$ cat src/rtl/i2c_xfer_seq_pkg.sv
// Package: shared operation codes and sequencer states for the transfer sequencer.
// Assumes: operation codes are decoded by the external bus engine as listed.
package i2c_xfer_seq_pkg;
    localparam int unsigned BYTE_W = 8;

    // Operations handed to the bus engine
    typedef enum logic [2:0] {
        OP_START   = 3'd0,
        OP_RESTART = 3'd1,
        OP_WRITE   = 3'd2,
        OP_READ    = 3'd3,
        OP_STOP    = 3'd4
    } bus_op_e;

    // Sequencer states
    typedef enum logic [2:0] {
        S_IDLE,
        S_START,
        S_ADDR,
        S_FETCH,
        S_WR,
        S_RD,
        S_STOP
    } seq_state_e;
endpackage

$ cat src/rtl/i2c_xfer_seq_addr.sv
// Module: builds the address byte for the current address phase.
// Assumes: tgt_addr and ten_bit stay stable for the whole transfer.
// 7-bit mode sends tgt_addr[7:0]; 10-bit mode sends a header byte then tgt_addr[8:1].
module i2c_xfer_seq_addr
    import i2c_xfer_seq_pkg::*;
(
    input  logic [10:0]       tgt_addr,
    input  logic              ten_bit,
    input  logic              phase_idx,
    output logic [BYTE_W-1:0] addr_byte,
    output logic              addr_last
);
    localparam logic [4:0] TEN_HDR = 5'b11110;

    // Select the byte for this address phase and flag the final one
    always_comb begin
        if (ten_bit) begin
            addr_byte = phase_idx ? tgt_addr[8:1] : {TEN_HDR, tgt_addr[10:9], tgt_addr[0]};
            addr_last = phase_idx;
        end else begin
            addr_byte = tgt_addr[7:0];
            addr_last = 1'b1;
        end
    end
endmodule

$ cat src/rtl/i2c_xfer_seq_cnt.sv
// Module: remaining data byte counter.
// Assumes: load and dec are never asserted together; dec at zero is ignored.
module i2c_xfer_seq_cnt #(
    parameter int LEN_W = 16
) (
    input  logic             clk,
    input  logic             rst_n,
    input  logic             load,
    input  logic [LEN_W-1:0] load_val,
    input  logic             dec,
    output logic             is_zero,
    output logic             is_last
);
    localparam logic [LEN_W-1:0] ONE = LEN_W'(1);

    logic [LEN_W-1:0] remain_q;

    // Load on command accept, count down per finished data byte
    always_ff @(posedge clk) begin
        if (!rst_n) begin
            remain_q <= '0;
        end else if (load) begin
            remain_q <= load_val;
        end else if (dec && (remain_q != '0)) begin
            remain_q <= remain_q - ONE;
        end
    end

    assign is_zero = (remain_q == '0);
    assign is_last = (remain_q == ONE);
endmodule

$ cat src/rtl/i2c_xfer_seq_ctrl.sv
// Module: transfer state machine driving the bus engine handshake.
// Assumes: eng_done is a one-cycle pulse answering the held eng_req;
// arb_lost/bus_fault are sampled in every active state except STOP.
module i2c_xfer_seq_ctrl
    import i2c_xfer_seq_pkg::*;
(
    input  logic              clk,
    input  logic              rst_n,
    input  logic              cmd_wr,
    input  logic [7:4]        cmd_flags,
    input  logic [BYTE_W-1:0] addr_byte,
    input  logic              addr_last,
    input  logic              cnt_zero,
    input  logic              cnt_last,
    input  logic              eng_done,
    input  logic              eng_ack_in,
    input  logic [BYTE_W-1:0] eng_rx_byte,
    input  logic              arb_lost,
    input  logic              bus_fault,
    input  logic              tx_valid,
    input  logic [BYTE_W-1:0] tx_data,
    output logic              phase_idx,
    output logic              cnt_load,
    output logic              cnt_dec,
    output logic              eng_req,
    output logic [2:0]        eng_op,
    output logic [BYTE_W-1:0] eng_byte,
    output logic              eng_ack_out,
    output logic              tx_pop,
    output logic              rx_push,
    output logic [BYTE_W-1:0] rx_data,
    output logic              ev_done,
    output logic              ev_addr_ack,
    output logic              ev_addr_nack,
    output logic              ev_arb_lost,
    output logic              ev_bus_err,
    output logic              busy,
    output logic              bus_held
);
    seq_state_e        state_q;
    logic              held_q;
    logic              rd_q;
    logic              stop_q;
    logic              aidx_q;
    logic [BYTE_W-1:0] wbyte_q;
    logic              start_ok;
    logic              fault;
    logic              active;
    bus_op_e           op_c;

    // Decode a well-formed start command
    assign start_ok = cmd_flags[7] && (cmd_flags[5] ^ cmd_flags[4]);
    assign fault    = arb_lost || bus_fault;
    // States in which faults abort the transfer
    assign active   = (state_q != S_IDLE) && (state_q != S_STOP);

    // Main sequencer: state, latched command and event pulses
    always_ff @(posedge clk) begin
        if (!rst_n) begin
            state_q      <= S_IDLE;
            held_q       <= 1'b0;
            rd_q         <= 1'b0;
            stop_q       <= 1'b0;
            aidx_q       <= 1'b0;
            wbyte_q      <= '0;
            rx_push      <= 1'b0;
            rx_data      <= '0;
            ev_done      <= 1'b0;
            ev_addr_ack  <= 1'b0;
            ev_addr_nack <= 1'b0;
            ev_arb_lost  <= 1'b0;
            ev_bus_err   <= 1'b0;
        end else begin
            rx_push      <= 1'b0;
            ev_done      <= 1'b0;
            ev_addr_ack  <= 1'b0;
            ev_addr_nack <= 1'b0;
            ev_arb_lost  <= 1'b0;
            ev_bus_err   <= 1'b0;
            if (state_q == S_IDLE) begin
                if (cmd_wr && start_ok) begin
                    rd_q    <= cmd_flags[5];
                    stop_q  <= cmd_flags[6];
                    state_q <= S_START;
                end else if (cmd_wr && cmd_flags[6] && !cmd_flags[7] && held_q) begin
                    state_q <= S_STOP;
                end
            end else if (state_q == S_STOP) begin
                if (eng_done) begin
                    held_q  <= 1'b0;
                    state_q <= S_IDLE;
                end
            end else if (fault) begin
                ev_arb_lost <= arb_lost;
                ev_bus_err  <= bus_fault;
                state_q     <= S_STOP;
            end else begin
                case (state_q)
                    S_START: if (eng_done) begin
                        held_q  <= 1'b1;
                        aidx_q  <= 1'b0;
                        state_q <= S_ADDR;
                    end
                    S_ADDR: if (eng_done) begin
                        if (!eng_ack_in) begin
                            ev_addr_nack <= 1'b1;
                            state_q      <= S_STOP;
                        end else if (!addr_last) begin
                            aidx_q <= 1'b1;
                        end else begin
                            ev_addr_ack <= 1'b1;
                            if (cnt_zero) state_q <= stop_q ? S_STOP : S_IDLE;
                            else          state_q <= rd_q ? S_RD : S_FETCH;
                        end
                    end
                    S_FETCH: if (tx_valid) begin
                        wbyte_q <= tx_data;
                        state_q <= S_WR;
                    end
                    S_WR: if (eng_done) begin
                        if (cnt_last) begin
                            ev_done <= 1'b1;
                            state_q <= stop_q ? S_STOP : S_IDLE;
                        end else begin
                            state_q <= S_FETCH;
                        end
                    end
                    S_RD: if (eng_done) begin
                        rx_push <= 1'b1;
                        rx_data <= eng_rx_byte;
                        if (cnt_last) begin
                            ev_done <= 1'b1;
                            state_q <= stop_q ? S_STOP : S_IDLE;
                        end
                    end
                    default: state_q <= S_IDLE;
                endcase
            end
        end
    end

    // Operation presented to the engine in each requesting state
    always_comb begin
        case (state_q)
            S_START: op_c = held_q ? OP_RESTART : OP_START;
            S_RD:    op_c = OP_READ;
            S_STOP:  op_c = OP_STOP;
            default: op_c = OP_WRITE;
        endcase
    end

    // Engine handshake and FIFO strobes
    assign eng_req     = (state_q == S_START) || (state_q == S_ADDR) || (state_q == S_WR)
                      || (state_q == S_RD) || (state_q == S_STOP);
    assign eng_op      = op_c;
    assign eng_byte    = (state_q == S_ADDR) ? addr_byte :
                         (state_q == S_WR)   ? wbyte_q   : '0;
    assign eng_ack_out = (state_q == S_RD) && !cnt_last;
    assign tx_pop      = (state_q == S_FETCH) && tx_valid && !fault;
    assign cnt_load    = (state_q == S_IDLE) && cmd_wr && start_ok;
    assign cnt_dec     = active && !fault && eng_done && ((state_q == S_WR) || (state_q == S_RD));
    assign phase_idx   = aidx_q;
    assign busy        = (state_q != S_IDLE);
    assign bus_held    = held_q;
endmodule

$ cat src/rtl/i2c_xfer_seq.sv
// Module: top of the I2C master transfer sequencer; wires address builder,
// byte counter and state machine.
// Assumes: tgt_addr/ten_bit held stable during a transfer; xfer_len valid with cmd_wr.
module i2c_xfer_seq #(
    parameter int LEN_W = 16
) (
    input  logic             clk,
    input  logic             rst_n,
    input  logic             cmd_wr,
    input  logic [7:4]       cmd_flags,
    input  logic [10:0]      tgt_addr,
    input  logic             ten_bit,
    input  logic [LEN_W-1:0] xfer_len,
    output logic             eng_req,
    output logic [2:0]       eng_op,
    output logic [7:0]       eng_byte,
    output logic             eng_ack_out,
    input  logic             eng_done,
    input  logic             eng_ack_in,
    input  logic [7:0]       eng_rx_byte,
    input  logic             arb_lost,
    input  logic             bus_fault,
    input  logic             tx_valid,
    input  logic [7:0]       tx_data,
    output logic             tx_pop,
    output logic             rx_push,
    output logic [7:0]       rx_data,
    output logic             ev_done,
    output logic             ev_addr_ack,
    output logic             ev_addr_nack,
    output logic             ev_arb_lost,
    output logic             ev_bus_err,
    output logic             busy,
    output logic             bus_held
);
    logic       phase_idx;
    logic [7:0] addr_byte;
    logic       addr_last;
    logic       cnt_load;
    logic       cnt_dec;
    logic       cnt_zero;
    logic       cnt_last;

    i2c_xfer_seq_addr u_addr (
        .tgt_addr  (tgt_addr),
        .ten_bit   (ten_bit),
        .phase_idx (phase_idx),
        .addr_byte (addr_byte),
        .addr_last (addr_last)
    );

    i2c_xfer_seq_cnt #(.LEN_W(LEN_W)) u_cnt (
        .clk      (clk),
        .rst_n    (rst_n),
        .load     (cnt_load),
        .load_val (xfer_len),
        .dec      (cnt_dec),
        .is_zero  (cnt_zero),
        .is_last  (cnt_last)
    );

    i2c_xfer_seq_ctrl u_ctrl (
        .clk          (clk),
        .rst_n        (rst_n),
        .cmd_wr       (cmd_wr),
        .cmd_flags    (cmd_flags),
        .addr_byte    (addr_byte),
        .addr_last    (addr_last),
        .cnt_zero     (cnt_zero),
        .cnt_last     (cnt_last),
        .eng_done     (eng_done),
        .eng_ack_in   (eng_ack_in),
        .eng_rx_byte  (eng_rx_byte),
        .arb_lost     (arb_lost),
        .bus_fault    (bus_fault),
        .tx_valid     (tx_valid),
        .tx_data      (tx_data),
        .phase_idx    (phase_idx),
        .cnt_load     (cnt_load),
        .cnt_dec      (cnt_dec),
        .eng_req      (eng_req),
        .eng_op       (eng_op),
        .eng_byte     (eng_byte),
        .eng_ack_out  (eng_ack_out),
        .tx_pop       (tx_pop),
        .rx_push      (rx_push),
        .rx_data      (rx_data),
        .ev_done      (ev_done),
        .ev_addr_ack  (ev_addr_ack),
        .ev_addr_nack (ev_addr_nack),
        .ev_arb_lost  (ev_arb_lost),
        .ev_bus_err   (ev_bus_err),
        .busy         (busy),
        .bus_held     (bus_held)
    );
endmodule

$ cat config.mk
export PLATFORM = sky130hd
export DESIGN_NAME = i2c_xfer_seq
export DESIGN_NICKNAME = d
export VERILOG_FILES = /design/src/rtl/i2c_xfer_seq_pkg.sv /design/src/rtl/i2c_xfer_seq_addr.sv /design/src/rtl/i2c_xfer_seq_cnt.sv /design/src/rtl/i2c_xfer_seq_ctrl.sv /design/src/rtl/i2c_xfer_seq.sv
export SDC_FILE = /design/constraint.sdc
export NUM_CORES = 1
export LEC_CHECK = 0
export BUFFER_PORTS_ARGS = -buffer_cell sky130_fd_sc_hd__buf_2
export CORE_ASPECT_RATIO = 1.4
export CORE_UTILIZATION = 44
export DETAILED_ROUTE_END_ITERATION = 10
export PLACE_DENSITY = 0.81
export RECOVER_POWER = 50
export SLEW_MARGIN = 20
export SYNTH_ARGS = -nofsm -noshare
export SYNTH_HDL_FRONTEND = slang
export SYNTH_SLANG_ARGS = --single-unit
$ cat constraint.sdc
create_clock -name clk -period 2.92 [get_ports clk]
set_clock_uncertainty 0.15 [all_clocks]
set_input_delay 0.292 -clock clk [delete_from_list [all_inputs] [get_ports clk]]
set_output_delay 0.292 -clock clk [all_outputs]
set_load 0.01 [all_outputs]
-- Word-level counts from Yosys, hierarchy flattened
Index checks and enable logic that the tools add are counted.
- add/sub/neg operators: 1
- eq/ne operators: 24
- mux-type cells: 41
- bitwise logic cells: 10
- reductions and logical operators: 43
- operator list (cell ; count):
    $mux W3 ; 18
    $mux W16 ; 2
    $mux W8 ; 4
    $eq A16 B1 Y1 const B ; 1
    $logic_not A16 Y1 ; 1
    $ne A4 B3 Y1 const B ; 4
    $reduce_bool A16 Y1 ; 1
    $sub A16 B1 Y16 const B ; 1
    $logic_and A1 B1 Y1 ; 15
    $pmux W3 S5 ; 1
    $reduce_and A5 Y1 ; 3
    $mux W1 ; 14
    $ne A2 B2 Y1 const B ; 6
    $reduce_or A6 Y1 ; 2
    $ne A5 B3 Y1 const B ; 2
    $eq A3 B3 Y1 const B ; 3
    $not A1 Y1 ; 9
    $pmux W3 S3 ; 1
    $reduce_and A9 Y1 ; 1
    $reduce_and A8 Y1 ; 1
    $reduce_or A7 Y1 ; 1
    $eq A3 B2 Y1 const B ; 2
    $logic_or A1 B1 Y1 ; 6
    $ne A3 B3 Y1 const B ; 2
    other kinds (14) ; 18
- register bits after elaboration: 45
- output and inout port bits: 30
- word-level logic and storage cells: 133

-- Longest topological paths before layout
Gate-level depths: netlist (run 1).
- depth in word-level cells: 9
- mapped depth: 7

-- Hierarchy
From an unflattened synthesis (run 1), not the netlist that was laid out.
- cells, all modules: 314
- area, all modules: 2621.3 sq um
- by module, submodules not included (module ; instances ; cells an instance ; area an instance (sq um)):
    i2c_xfer_seq_ctrl ; 1 ; 170 ; 1520.2
    i2c_xfer_seq_cnt ; 1 ; 120 ; 955.9
    i2c_xfer_seq_addr ; 1 ; 24 ; 145.1

-- Worst setup path before layout (run 1)
OpenSTA, ideal clock, no wires.
- kind: flip-flop to flip-flop
- from: register u_cnt.remain_q[0]
- to: register u_cnt.remain_q[13]
- arrival: 1627 ps
- required time: 2679 ps
- setup slack: 1052 ps
- cell stages (with the launch flop): 8
- buffers on the path: 1
- clock period less this slack: 1868 ps
- cell sequence: dfxtp_1 inv_1 ha_1 nand2_1 o2111ai_2 buf_6 or3_1 a311oi_1
- word-level cells in the longest chain between the ends: 3
- ends and longest elaborated chain (what ; RTL line ; RTL):
    from (decl) ; i2c_xfer_seq_cnt.sv:16 ; logic [LEN_W-1:0] remain_q;
    from (signal assigned) ; i2c_xfer_seq_cnt.sv:23 ; remain_q <= load_val;
    from (signal assigned) ; i2c_xfer_seq_cnt.sv:25 ; remain_q <= remain_q - ONE;
    $sub A16 B1 Y16 / $reduce_bool A16 Y1 (equally long branches) ; i2c_xfer_seq_cnt.sv:25, i2c_xfer_seq_cnt.sv:24 ;
    $mux W16 / $logic_and A1 B1 Y1 (equally long branches) ; i2c_xfer_seq_cnt.sv:24 ; end else if (dec && (remain_q != '0)) begin
    $mux W16 / $reduce_bool A2 Y1 (equally long branches) ; n/a ;
Several ways; a longest one is shown, not always the timed one. The select of a mux whose other input is x is not followed.
A chain may end at the register's enable or synchronous reset.

-- Final worst setup path (run 1)
- from: register u_ctrl.state_q[0]
- to: output tx_pop
- word-level cells in the longest chain between the ends: 3
- ends and longest elaborated chain (what ; RTL line ; RTL):
    from (decl) ; i2c_xfer_seq_ctrl.sv:40 ; seq_state_e state_q;
    from (signal assigned) ; i2c_xfer_seq_ctrl.sv:112 ; if (cnt_zero) state_q <= stop_q ? S_STOP : S_IDLE;
    from (signal assigned) ; i2c_xfer_seq_ctrl.sv:113 ; else state_q <= rd_q ? S_RD : S_FETCH;
    from (signal assigned) ; i2c_xfer_seq_ctrl.sv:123 ; state_q <= stop_q ? S_STOP : S_IDLE;
    $eq A3 B2 Y1 ; i2c_xfer_seq_ctrl.sv:159 ; assign tx_pop = (state_q == S_FETCH) && tx_valid && !fault;
    $logic_and A1 B1 Y1 (2 in series) ; i2c_xfer_seq_ctrl.sv:159 ;
    to (decl) ; i2c_xfer_seq.sv:25 ; output logic tx_pop,
No other way between the ends.

==> results of run 1 <==
registers in the layout, summed over array words and instances, names as in the netlist:
signal / cells
u_ctrl.ev_addr_nack: 1
u_ctrl.phase_idx: 1
u_ctrl.rd_q: 1
u_ctrl.bus_held: 1
u_ctrl.ev_bus_err: 1
u_ctrl.rx_push: 1
u_cnt.remain_q: 16
u_ctrl.wbyte_q: 8
u_ctrl.state_q: 3
u_ctrl.ev_addr_ack: 1
u_ctrl.ev_arb_lost: 1
u_ctrl.rx_data: 8
u_ctrl.ev_done: 1
u_ctrl.stop_q: 1
per-layer routing:
layer / track usage / vias up
met1: 0.2601 / 1255
met3: 0.06068 / 11
met2: 0.3861 / 101
met5: 0 / -
li1: - / 1369
met4: 0.1011 / 0
worst max-delay path, stage by stage, from the launching register on:
cell and delay [ps]:
dfxtp_1 810, inv_1 300, nor4_2 330, buf_4 230
buf_2 150
layout make-up:
cell class | count | area, um^2 | area share
Clock buffer | 5 | 68.82 | 0.02144
Clock inverter | 3 | 46.29 | 0.01442
Inverter | 13 | 48.80 | 0.01520
Multi-Input combinational cell | 252 | 1624 | 0.5060
Sequential cell | 45 | 900.9 | 0.2807
Tap cell | 70 | 87.58 | 0.02729
Timing Repair Buffer | 88 | 432.9 | 0.1349
metrics by stage:
step                        util  worst slack [ps]  std cells  hold WS [ps]  power, W
final                     0.5474             345.2        476         71.83  0.002177
after global routing      0.5474             212.3        476         70.64  0.002327
after CTS                 0.5538             359.0        476         68.00  0.002199
after detailed placement  0.5341             654.2        468         322.8  0.001713
after global placement    0.5341             700.9        468         313.8  0.001690
after floorplan                -              1052        329         214.4  0.001443
cell usage in the layout, fill, tap and decap left out, types with 4 or more instances in the layout:
cell,n
buf_2,63
nor2_1,46
dfxtp_1,45
nand2_1,23
a21oi_1,22
clkbuf_1,22
mux2i_1,18
o21ai_0,17
inv_1,13
nor3_1,10
a31oi_1,10
nand3_1,9
a211oi_1,9
or3_1,7
o31ai_1,6
nand4_1,5
a311oi_1,5
clkbuf_8,5
nor2b_1,4
or4_1,4
path summary, 6_finish.rpt:
path | endpoint | slack, ps
setup reg to reg | u_ctrl.state_q[1]$_SDFFE_PN0P_ | 460
setup / recovery | tx_pop | 350
hold reg to reg | u_ctrl.rd_q$_SDFFE_PN0P_ | 330
hold / removal | u_ctrl.wbyte_q[1]$_SDFFE_PN0P_ | 70
report_power, final:
group | switching [W] | internal, W | total (W)
registers | 0.000122 | 0.000678 | 0.000800
clock network | 0.000224 | 0.000256 | 0.000480
logic | 0.000546 | 0.000351 | 0.000898
total | 0.000892 | 0.00129 | 0.00218
cell families after synthesis:
logic type	synth area share
AO/OA/AOI/OAI	0.2339
XOR/XNOR	0.01647
adder cells (fa/ha/maj)	0.01412
buffers and inverters	0.04894
flip-flops	0.3388
multiplexers	0.07200
AND/OR/NAND/NOR	0.2758
==> impl_metrics.yaml, run 1 <==
hold_path:
  min_path_type: "input pin to flip-flop"
  hp-start: "tx_data[1]"
  hold_depth: 3
synth:
  synth_area_leaders: "dfxtp_1, mux2i_1, nor2_1"
  synth_cells: 329
  synth_edf_count: 0
  yosys_warnings: 0
  yosysMostFrequentCell: "nor2_1"
  synth.avg_cell_area_um2: 8.081
  yosysTopAreaCell: "dfxtp_1"
  ys_ff_latch: 45
  synth_common_cells: "nor2_1, dfxtp_1, nand2_1"
  ys_types: 62
  synth_fp_nets: 388
  seq_area_frac_synth: 0.3388
  ys_async_sr_fraction: 0
  syn_area_um2: 2659
  synth_top_area_share: 0.3388
  ys.flop_type: "dfxtp_1"
run:
  maxCapViolCount: 0
layout:
  syn2layout_area_growth_pct: 20.71
  antenna_cells: 0
  final_area_um2: 3209
  fill_cells: 578
  layout.nets: 464
  layout-drive-gt1-share: 0.2340
worst_setup_path:
  critPathKind: "flip-flop to primary output"
  startpoint: "u_ctrl.state_q[0]$_SDFFE_PN0P_"
  ff2ff_path_depth: 6
  required_ps: 2480
  cp.arrival_ps: 2130
  regToRegStartpoint: "u_ctrl.state_q[0]$_SDFFE_PN0P_"
  startpoint_type: "flip-flop"
  worstPathMaxFanout: 23
  cp-end-kind: "primary output"
detailed_routing:
  wl_per_cell_um: 14.52
  drtIter0Drc: 125
  wirelength_um: 6912
  wl_met2_um: 3515
  met1_length_um: 2787
  avgViaCountPerCell: 5.748
  ant_nets: 0
  vias: 2736
  drc: 0
  met3_length_um: 499
  dr.max_layer_used: "met4"
  firstDrtPassIters: 4
global_route:
  grt_usage: 0.2284
  grt_first_pass_wirelength_um: 11210
  grt_overflow: 0
  antenna_found_initial: 0
  grt_max_degree: 35
  grt_pass1_vias: 2637
placement:
  hpwl_um: 5110
  numPortBuffers: 85
  gp_congestion: 0.8921
  place_area_um2: 3132
power:
  p_per_area_nw_per_um2: 678.5
  irDropWorstVdd_mv: 0.4237
  leakage_nw: 1.235
sta:
  tightest_slew_ps: 1071
  setup_viol: 0
  slew-limit-headroom: 0.2855
  slew_viol_final: 0
  post-route-min-period_ps: 2575
  hold_viol_final: 0
  fin_crit_sh: 0.8818
  setup_tns_ps: 0
  fmaxAchievable_mhz: 388.4
  rsz0062_at_grt: "false"
clock_network:
  holdBufCountCts: 0
  insertion_delay_ps: 300
  cts_inserted_buffers: 5
  clkTransAtPathRegs_ps: 90
  post_cts_buffers: 0
  cts_tree: "yes"
  h-tree-depth: 2
  cts-root-buf: "clkbuf_8"
  clockBufferDepth: 2
  clock-sinks: 45
  cts_resized: 0
floorplanning:
  core_um2: 5863
  io-pin-count: 86
  placementRows: 33
  die_w_um: 67.70
  die_area_um2: 6362
  die_y_um: 93.98
  initial_core_util: 0.4535
run_status:
  status: "completed"
Power figures use the tool's default switching activity.
==> run 2, diff against run 1 <==
BUFFER_PORTS_ARGS = -buffer_cell sky130_fd_sc_hd__buf_4   (was -buffer_cell sky130_fd_sc_hd__buf_2)
==> impl_metrics.yaml, run 2 (same netlist as run 1, synthesis figures left out) <==
sta:
  tightest_slew_ps: 719.7
  post-route-min-period_ps: 2594
  fin_crit_sh: 0.8882
  hold_ws_ps: 54.92
  fmaxAchievable_mhz: 385.6
  slew_viol_final: 0
  hold_viol_final: 0
  rsz0062_at_grt: "false"
  setup_viol: 0
  slew-limit-headroom: 0.5196
  setup_tns_ps: 0
hold_path:
  hold_depth: 3
  min_to: "u_ctrl.rx_data[4]$_SDFFE_PN0P_"
  hp-start: "eng_rx_byte[4]"
  min_path_type: "input pin to flip-flop"
placement:
  numPortBuffers: 85
  hpwl_um: 5583
  gp_congestion: 0.9797
  dp.cells: 470
layout:
  reg_top3: "u_cnt.remain_q (16), u_ctrl.rx_data (8), u_ctrl.wbyte_q (8)"
  largest-register: "u_cnt.remain_q"
  final_cell_mix: "buf_4, nor2_1, dfxtp_1"
  layout.nets: 466
  final_common_cell: "buf_4"
  fin_cells: 478
  utilization: 0.5719
  largest_register_ffs: 16
  syn2layout_area_growth_pct: 26.12
  layout-drive-gt1-share: 0.2426
  antenna_cells: 0
power:
  p_total_w: 0.002169
  leakage_nw: 1.292
  p_per_area_nw_per_um2: 647.0
  irDropWorstVdd_mv: 0.4089
detailed_routing:
  vias: 2791
  avgViaCountPerCell: 5.839
  ant_nets: 0
  wl_per_cell_um: 15.36
  drtIter0Drc: 145
  firstDrtPassIters: 4
  drc: 0
  wirelength_um: 7343
clock_network:
  clkTransAtPathRegs_ps: 100
  clockBufferDepth: 2
  post_cts_buffers: 0
  cts_resized: 0
  insertion_delay_ps: 320
  cts_inserted_buffers: 5
  cts-root-buf: "clkbuf_8"
  cts_tree: "yes"
  clock-sinks: 45
  h-tree-depth: 2
  holdBufCountCts: 0
run_status:
  status: "completed"
worst_setup_path:
  crit_path_frequent_cell: "buf_4"
  required_ps: 2480
  worstPathMaxFanout: 23
  cp.arrival_ps: 2150
  regToRegStartpoint: "u_ctrl.state_q[0]$_SDFFE_PN0P_"
  worst-path-buf-inv: 3
  cp_slowest_cell: "dfxtp_1"
  regToRegSetupSlack_ps: 370
  critPathMaxStageDelay_ps: 800
  path_cells: "inv_1, nor4_2, buf_4, buf_4"
  critPathKind: "flip-flop to primary output"
  r2r_end: "u_cnt.remain_q[12]$_SDFFE_PN0P_"
  ff2ff_path_depth: 6
  cp-end-kind: "primary output"
  crit_family: "flip-flops"
  startpoint_type: "flip-flop"
floorplanning:
  core_um2: 5863
  placementRows: 33
  initial_core_util: 0.4535
  die_w_um: 67.70
  die_y_um: 93.98
  die_area_um2: 6362
  io-pin-count: 86
global_route:
  grt_pass1_vias: 2690
  grt_usage: 0.2408
  grt_max_degree: 34
  grt_first_pass_wirelength_um: 11810
  grt_overflow: 0
  antenna_found_initial: 0
run:
  maxCapViolCount: 0
-- run 2: cell count changes in the layout (fill, tap and decap cells not counted), moves of 2 or more --
cell and delta:
buf_4 +67, buf_2 -63, inv_6 +3, clkbuf_1 -2
-- run 2: stage by stage --
stage	worst slack, ps	cell area [um^2]
floorplan	1052	2659
global placement	713.0	3347
detailed placement	672.2	3347
CTS	326.4	3442
global route	104.7	3353
finish	326.4	3353
-- run 2: worst max-delay path by stage --
stage                              startpoint                         endpoint  slack [ps]  depth (start not counted)
2_1_floorplan  u_cnt.remain_q[0]$_SDFFE_PN0P_  u_cnt.remain_q[13]$_SDFFE_PN0P_        1050                          7
3_3_place_gp                        bus_fault  u_cnt.remain_q[11]$_SDFFE_PN0P_         710                          6
3_5_place_dp                        bus_fault  u_cnt.remain_q[11]$_SDFFE_PN0P_         670                          6
4_1_cts        u_ctrl.state_q[0]$_SDFFE_PN0P_                           tx_pop         330                          4
5_1_grt        u_ctrl.state_q[0]$_SDFFE_PN0P_  u_cnt.remain_q[12]$_SDFFE_PN0P_         100                          6
6_report       u_ctrl.state_q[0]$_SDFFE_PN0P_                           tx_pop         330                          4
-- run 2: worst reg2reg max path: cells and delay by family, from the launching register on --
family | cells | cell delay, ps
simple gates | 2 | 770
flops | 1 | 550
compound gates | 3 | 550
buf+inv | 1 | 410
-- run 2: layer usage --
metal  global-route usage  wire [um]  up-vias
met4               0.1241        257        0
met2               0.4043       3638      125
met1               0.2737       2897     1268
met3              0.05704        550       29
li1                     -          -     1369
met5                    0          0        -
-- run 2: power by group --
part | internal [W] | leakage, nW | switching [W]
clock network | 0.000178 | 0.0495 | 0.000245
registers | 0.000678 | 0.365 | 0.000122
logic | 0.000388 | 0.878 | 0.000558
-- run 2: layout make-up --
class / instances / area, um^2
clock buffers: 5 / 68.82
inverters: 13 / 48.80
clock inverters: 3 / 26.28
multi-input cells: 252 / 1623
repair buffers: 90 / 598.1
flip-flops and latches: 45 / 900.9
well taps: 70 / 87.58
fillers: 584 / 2510
